===== src/rtl/xpt_pkg.sv =====
// Shared command encodings and decoded-control type for the crosspoint
// command controller. Assumes a 4-bit code whose top bit flags a command.
package xpt_pkg;
    localparam int CODE_W = 4;

    typedef enum logic [CODE_W-1:0] {
        C_GND      = 4'b1000,
        C_RSV_A    = 4'b1001,
        C_RSV_B    = 4'b1010,
        C_OFF_ONE  = 4'b1011,
        C_ON_ONE   = 4'b1100,
        C_OFF_ALL  = 4'b1101,
        C_ON_ALL   = 4'b1110,
        C_SOFT_LAT = 4'b1111
    } cmd_e;

    typedef struct packed {
        logic store;      // write code into holding rank
        logic off_one;
        logic on_one;
        logic off_all;
        logic on_all;
        logic xfer;       // copy holding rank into second rank
    } dec_t;
endpackage


===== src/rtl/xpt_edge_sync.sv =====
// Brings an asynchronous pin into the clock domain through STAGES flops
// and flags its rising edge for one cycle. Assumes pulses on the pin last
// longer than one clock period.
module xpt_edge_sync #(
    parameter int STAGES = 2
) (
    input  logic clk,
    input  logic rst_n,
    input  logic pin,
    output logic level,
    output logic rise
);
    localparam int DEPTH = STAGES + 1;

    logic [DEPTH-1:0] shr;

    // Shift the pin through the synchronizer and one edge-detect flop.
    always_ff @(posedge clk) begin
        if (!rst_n) shr <= '0;
        else        shr <= {shr[DEPTH-2:0], pin};
    end

    assign level = shr[STAGES-1];
    assign rise  = shr[STAGES-1] & ~shr[STAGES];
endmodule


===== src/rtl/xpt_cmd_decode.sv =====
// Turns a detected write and its code into one-cycle control strobes.
// Assumes the code is stable in the cycle the write is detected.
module xpt_cmd_decode
    import xpt_pkg::*;
(
    input  logic              wr_go,
    input  logic [CODE_W-1:0] code,
    input  logic              latch_lvl,
    output dec_t              dec
);
    // Decode the command; reserved codes produce no strobe.
    always_comb begin
        dec         = '0;
        dec.store   = wr_go & (~code[CODE_W-1] | (code == C_GND));
        dec.off_one = wr_go & (code == C_OFF_ONE);
        dec.on_one  = wr_go & (code == C_ON_ONE);
        dec.off_all = wr_go & (code == C_OFF_ALL);
        dec.on_all  = wr_go & (code == C_ON_ALL);
        dec.xfer    = dec.off_one | dec.on_one | dec.off_all | dec.on_all |
                      (wr_go & (code == C_SOFT_LAT) & latch_lvl);
    end
endmodule


===== src/rtl/xpt_rank_regs.sv =====
// Holding rank, second rank and buffer enables for NUM_OUT outputs.
// Routing ranks carry no reset by intent; only the enables are cleared.
module xpt_rank_regs
    import xpt_pkg::*;
#(
    parameter int NUM_OUT = 8,
    parameter int ADDR_W  = 3
) (
    input  logic                          clk,
    input  logic                          rst_n,
    input  dec_t                          dec,
    input  logic [ADDR_W-1:0]             addr,
    input  logic [CODE_W-1:0]             code,
    input  logic                          edge_mode,
    input  logic                          latch_lvl,
    input  logic                          latch_rise,
    output logic [NUM_OUT-1:0][CODE_W-1:0] rank2,
    output logic [NUM_OUT-1:0]            buf_en
);
    logic [NUM_OUT-1:0][CODE_W-1:0] rank1;
    logic                           load2;

    // Second-rank trigger: command, edge-mode pin edge, or level-mode low.
    assign load2 = dec.xfer | (edge_mode ? latch_rise : ~latch_lvl);

    for (genvar g = 0; g < NUM_OUT; g++) begin : g_out
        localparam logic [ADDR_W-1:0] MY_ADDR = ADDR_W'(g);

        // Capture a routing or ground code addressed to this output.
        always_ff @(posedge clk) begin
            if (dec.store && addr == MY_ADDR) rank1[g] <= code;
        end

        // Copy this output's holding entry on a transfer.
        always_ff @(posedge clk) begin
            if (load2) rank2[g] <= rank1[g];
        end

        // Track this output's buffer enable; bulk commands take priority.
        always_ff @(posedge clk) begin
            if (!rst_n)                              buf_en[g] <= 1'b0;
            else if (dec.off_all)                    buf_en[g] <= 1'b0;
            else if (dec.on_all)                     buf_en[g] <= 1'b1;
            else if (dec.off_one && addr == MY_ADDR) buf_en[g] <= 1'b0;
            else if (dec.on_one && addr == MY_ADDR)  buf_en[g] <= 1'b1;
        end
    end
endmodule


===== src/rtl/xpt_cmd_ctrl.sv =====
// Top of the crosspoint parallel command controller. Qualifies the write
// strobe with both chip enables, synchronizes it and the latch pin, decodes
// the word and drives per-output routing and buffer enables.
module xpt_cmd_ctrl
    import xpt_pkg::*;
#(
    parameter int NUM_OUT = 8,
    parameter int NUM_IN  = 8,
    parameter int STAGES  = 2,
    localparam int ADDR_W = $clog2(NUM_OUT),
    localparam int SEL_W  = $clog2(NUM_IN)
) (
    input  logic                     clk,
    input  logic                     rst_n,
    input  logic                     wr_strobe,
    input  logic                     ce_hi,
    input  logic                     ce_lo_n,
    input  logic                     latch_in,
    input  logic                     edge_mode,
    input  logic [ADDR_W-1:0]        out_addr,
    input  logic [CODE_W-1:0]        cmd_code,
    output logic [NUM_OUT*SEL_W-1:0] sel_chan,
    output logic [NUM_OUT-1:0]       gnd_sel,
    output logic [NUM_OUT-1:0]       buf_en
);
    logic wr_pin, wr_lvl, wr_go, latch_lvl, latch_rise;
    dec_t dec;
    logic [NUM_OUT-1:0][CODE_W-1:0] rank2;

    assign wr_pin = wr_strobe & ce_hi & ~ce_lo_n;

    xpt_edge_sync #(.STAGES(STAGES)) u_wr_sync (
        .clk(clk), .rst_n(rst_n), .pin(wr_pin), .level(wr_lvl), .rise(wr_go)
    );

    xpt_edge_sync #(.STAGES(STAGES)) u_lat_sync (
        .clk(clk), .rst_n(rst_n), .pin(latch_in), .level(latch_lvl), .rise(latch_rise)
    );

    xpt_cmd_decode u_dec (
        .wr_go(wr_go), .code(cmd_code), .latch_lvl(latch_lvl), .dec(dec)
    );

    xpt_rank_regs #(.NUM_OUT(NUM_OUT), .ADDR_W(ADDR_W)) u_ranks (
        .clk(clk), .rst_n(rst_n), .dec(dec), .addr(out_addr), .code(cmd_code),
        .edge_mode(edge_mode), .latch_lvl(latch_lvl), .latch_rise(latch_rise),
        .rank2(rank2), .buf_en(buf_en)
    );

    for (genvar g = 0; g < NUM_OUT; g++) begin : g_map
        assign sel_chan[g*SEL_W +: SEL_W] = rank2[g][SEL_W-1:0];
        assign gnd_sel[g]                 = rank2[g][CODE_W-1];
    end

    logic unused_lvl;
    assign unused_lvl = wr_lvl;
endmodule


===== config.mk =====
export PLATFORM = sky130hd
export DESIGN_NAME = xpt_cmd_ctrl
export DESIGN_NICKNAME = d
export VERILOG_FILES = /design/src/rtl/xpt_pkg.sv /design/src/rtl/xpt_edge_sync.sv /design/src/rtl/xpt_cmd_decode.sv /design/src/rtl/xpt_rank_regs.sv /design/src/rtl/xpt_cmd_ctrl.sv
export SDC_FILE = /design/constraint.sdc
export NUM_CORES = 1
export LEC_CHECK = 0
export ABC_AREA = 1
export ABC_CLOCK_PERIOD_IN_PS = 3650
export BUFFER_PORTS_ARGS = -buffer_cell sky130_fd_sc_hd__buf_2
export CAP_MARGIN = 20
export CORE_ASPECT_RATIO = 1.25
export CORE_MARGIN = 4
export CORE_UTILIZATION = 57
export DETAILED_ROUTE_END_ITERATION = 12
export PLACE_DENSITY = 0.84
export REMOVE_ABC_BUFFERS = 1
export SYNTH_ARGS = -nofsm -noshare
export SYNTH_HDL_FRONTEND = slang
export SYNTH_SLANG_ARGS = --single-unit

===== constraint.sdc =====
create_clock -name clk -period 3.65 [get_ports clk]
set_clock_uncertainty 0.15 [all_clocks]
set_input_delay 0.365 -clock clk [delete_from_list [all_inputs] [get_ports clk]]
set_output_delay 0.365 -clock clk [all_outputs]
set_load 0.01 [all_outputs]

==> key figures <==
Outcome
  • Status: finished clean

Power and ir drop
  • Leak: 0.00126 uW
  • Tot Pwr: 1560 uW
  • PD cells: roughly 490 mW/mm^2
  • Worst vdd ir: between 0.4 and 0.5 mV

Detailed routing
  • Wirelength per Cell: 14.4 um
  • Routed WL: 4.40 mm
  • Routed vias: ~1.6k
  • DRT Pass-1 Iters: 4
  • Routed Antenna Nets: 0
  • DRC viols: 0
  • Vias per cell: 5.12
  • Drt initial violations: 78

GRT
  • Largest net degree at the start of global routing: 33
  • Antenna violations before repair: 0
  • GRT Resource Usage Total: 0.164
  • First-pass GRT wire length: 7.35 mm
  • Grt ovf: 0
  • Vias in the first global route: between 1.5k and 2k

Synth
  • Mean Syn Cell Area: 15.0 um^2
  • Sequential fraction of the synthesis area: 0.811
  • Yosys top cell area share: 0.708
  • Asr flop ratio synth: 0
  • Main synth FF type: edfxtp_1
  • Adder-Cell Fraction of Synth Area: 0
  • XOR/XNOR Fraction of Synth Area: 0
  • Largest family of logic cells by synthesized area: simple AND/OR/NAND/NOR gates
  • Synth cell count leaders: edfxtp_1, nand2_1, nand3_1
  • Compound-cell area share of the yosys netlist: 0.0212
  • Post-synth EDFFs: 64
  • Synth Cell Area: 0.00271 mm^2
  • Synth cell types: 21
  • #FFs+latches synth: 78
  • Mux cell area share after synthesis: 0
  • Ranking of synthesized cells by area: edfxtp_1, dfxtp_1, nand3_1
  • Yosys warning total: 0
  • Most frequent cell after synthesis: edfxtp_1
  • Area leader, netlist: edfxtp_1
  • Post-synthesis cell count: roughly 180
  • Simple-gate portion of the synthesized area: 0.138

Hold path
  • Hold Path Depth: 2
  • Worst Min Path Start: ce_lo_n
  • Type of the worst min-delay path: primary input to flop

Setup path
  • Required time of the critical path: 3.46 ns
  • Cell depth of the worst setup path: 4
  • Worst-path cell chain: inv_1 > nor2_4 > nand3_4 > nor4_1
  • CP Class: flop to flop
  • Worst setup path startpoint: u_wr_sync.shr[1]
  • Crit-path max FO: 10
  • Critical path startpoint category: flop
  • Worst r2r src: u_wr_sync.shr[1]
  • Buffer and inverter count on the worst path: 1
  • Critical path's slowest cell: nor4_1
  • Worst Path Arrival: 1.76 ns
  • R2r worst-path depth: 4
  • Critical path's top delay family: simple AND/OR/NAND/NOR gates
  • Endpoint type of the worst setup path: flop
  • Delay of the slowest critical-path stage: approximately 0.59 ns

STA
  • Max-Slew Margin vs Limit: 0.500
  • Tmin final: 1.94 ns
  • Final Hold Fails: 0
  • Unrepaired setup endpoints after global routing: false
  • Setup TNS Final: 0 ns
  • Max-slew violations: 0
  • Fmax: slightly above 500 MHz
  • Slew @ Worst Pin: about 0.74 ns
  • Setup violations, final: 0
  • Tcrit/Tclk final: 0.533

Final layout
  • Design area: around 0.0032 mm^2
  • Share of cells above drive strength 1: 0.320
  • Final net count: roughly 260
  • Post-route insts no fill: 305
  • N_diodes: 0
  • Util after Layout: 0.711
  • Area Growth Syn to Fin: 17.7%

Placement
  • Detailed Place HPWL: a little over 3 mm
  • GPL Wtd Cong: between 0.8 and 0.9
  • Placed cell area: approximately 0.0030 mm^2
  • Placed cells: just under 300
  • PortBufs: 53

Floorplanning
  • Die area: 0.00594 mm^2
  • Die X: 69.7 um
  • IO Count: 54
  • Die outline height: roughly 85 um
  • Core footprint: 0.00449 mm^2
  • Initial Util: 0.604
  • Cell Rows: 27

CTS
  • Clk slew on worst S/H paths: approximately 0.07 ns
  • Sink Count: 78
  • CTS Root Cell: clkbuf_8
  • CTS tree: done
  • Postcts setup bufs: 0
  • Clock Latency Late Sink: 0.33 ns
  • Cts hold-fix bufs: 0
  • CTS buffer count: 9
  • Resize count post-CTS: 0
  • Deepest clock path buffer count: 2
  • H-tree levels: 3

Run
  • Max-cap viol count: 0
==> state kept, by name, indices dropped and copies added (netlist names) <==
signal	cells
u_ranks.rank1	32
u_ranks.rank2	32
u_ranks.buf_en	8
u_lat_sync.shr	3
u_wr_sync.shr	3
==> path summary, 6_finish.rpt <==
kind,to,slack [ns]
worst max-delay path,u_ranks.rank1[18],1.71
worst max register to register,u_ranks.rank1[18],1.71
worst min register to register,u_lat_sync.shr[1],0.26
worst min-delay path,u_wr_sync.shr[0],0.03
==> layer usage <==
metal  up-vias  GRT usage  part of all wire
li1        767          -                 -
met1       724      0.192              0.39
met2        64      0.267              0.51
met3         8     0.0687             0.081
met4         0     0.0714             0.020
met5         -          0                 0
==> report_power, final <==
| part | total, uW | switching [uW] | internal, uW |
|---|---|---|---|
| combinational | 73.4 | 51.7 | 21.7 |
| sequential | 983 | 4.44 | 978 |
| clock | 508 | 274 | 234 |
==> cell usage in the layout, fill, tap and decap left out <==
cell type	count
clkinv_1	1
clkbuf_8	9
o21ai_1	1
buf_4	1
nor4_1	2
clkinvlp_4	2
nand2_2	3
inv_2	2
o22ai_1	2
nand3_2	1
nand2_1	21
inv_1	14
nor3_1	8
a21oi_1	8
buf_2	53
nand4_1	1
nor2_2	2
nor3b_1	1
edfxtp_1	64
nand3_1	17
nor2_1	14
clkinv_2	2
nand3_4	1
nor2_4	3
dfxtp_1	14
==> cells by family after synthesis <==
group	after synthesis
buffers and inverters	18
flip-flops	78
AND/OR/NAND/NOR	74
AO/OA/AOI/OAI	11
==> area by class of cell <==
cell class | count | area [um^2]
repair buffers | 54 | 273
flip-flops and latches | 78 | 2200
clock buffers | 9 | 124
inverters | 16 | 60.1
multi-input cells | 85 | 433
well taps | 58 | 72.6
fillers | 296 | 1300
clock inverters | 5 | 28.8
==> through the flow <==
| step | worst slack, ns | hold slack [ns] |
|---|---|---|
| after floorplan | 1.45 | 0.240 |
| after global placement | 1.56 | 0.242 |
| after detailed placement | 1.51 | 0.249 |
| after CTS | 1.70 | 0.00560 |
| after global routing | 1.57 | 0.0256 |
| final | 1.71 | 0.0323 |
Note: power is estimated with default switching activity, not from simulation.
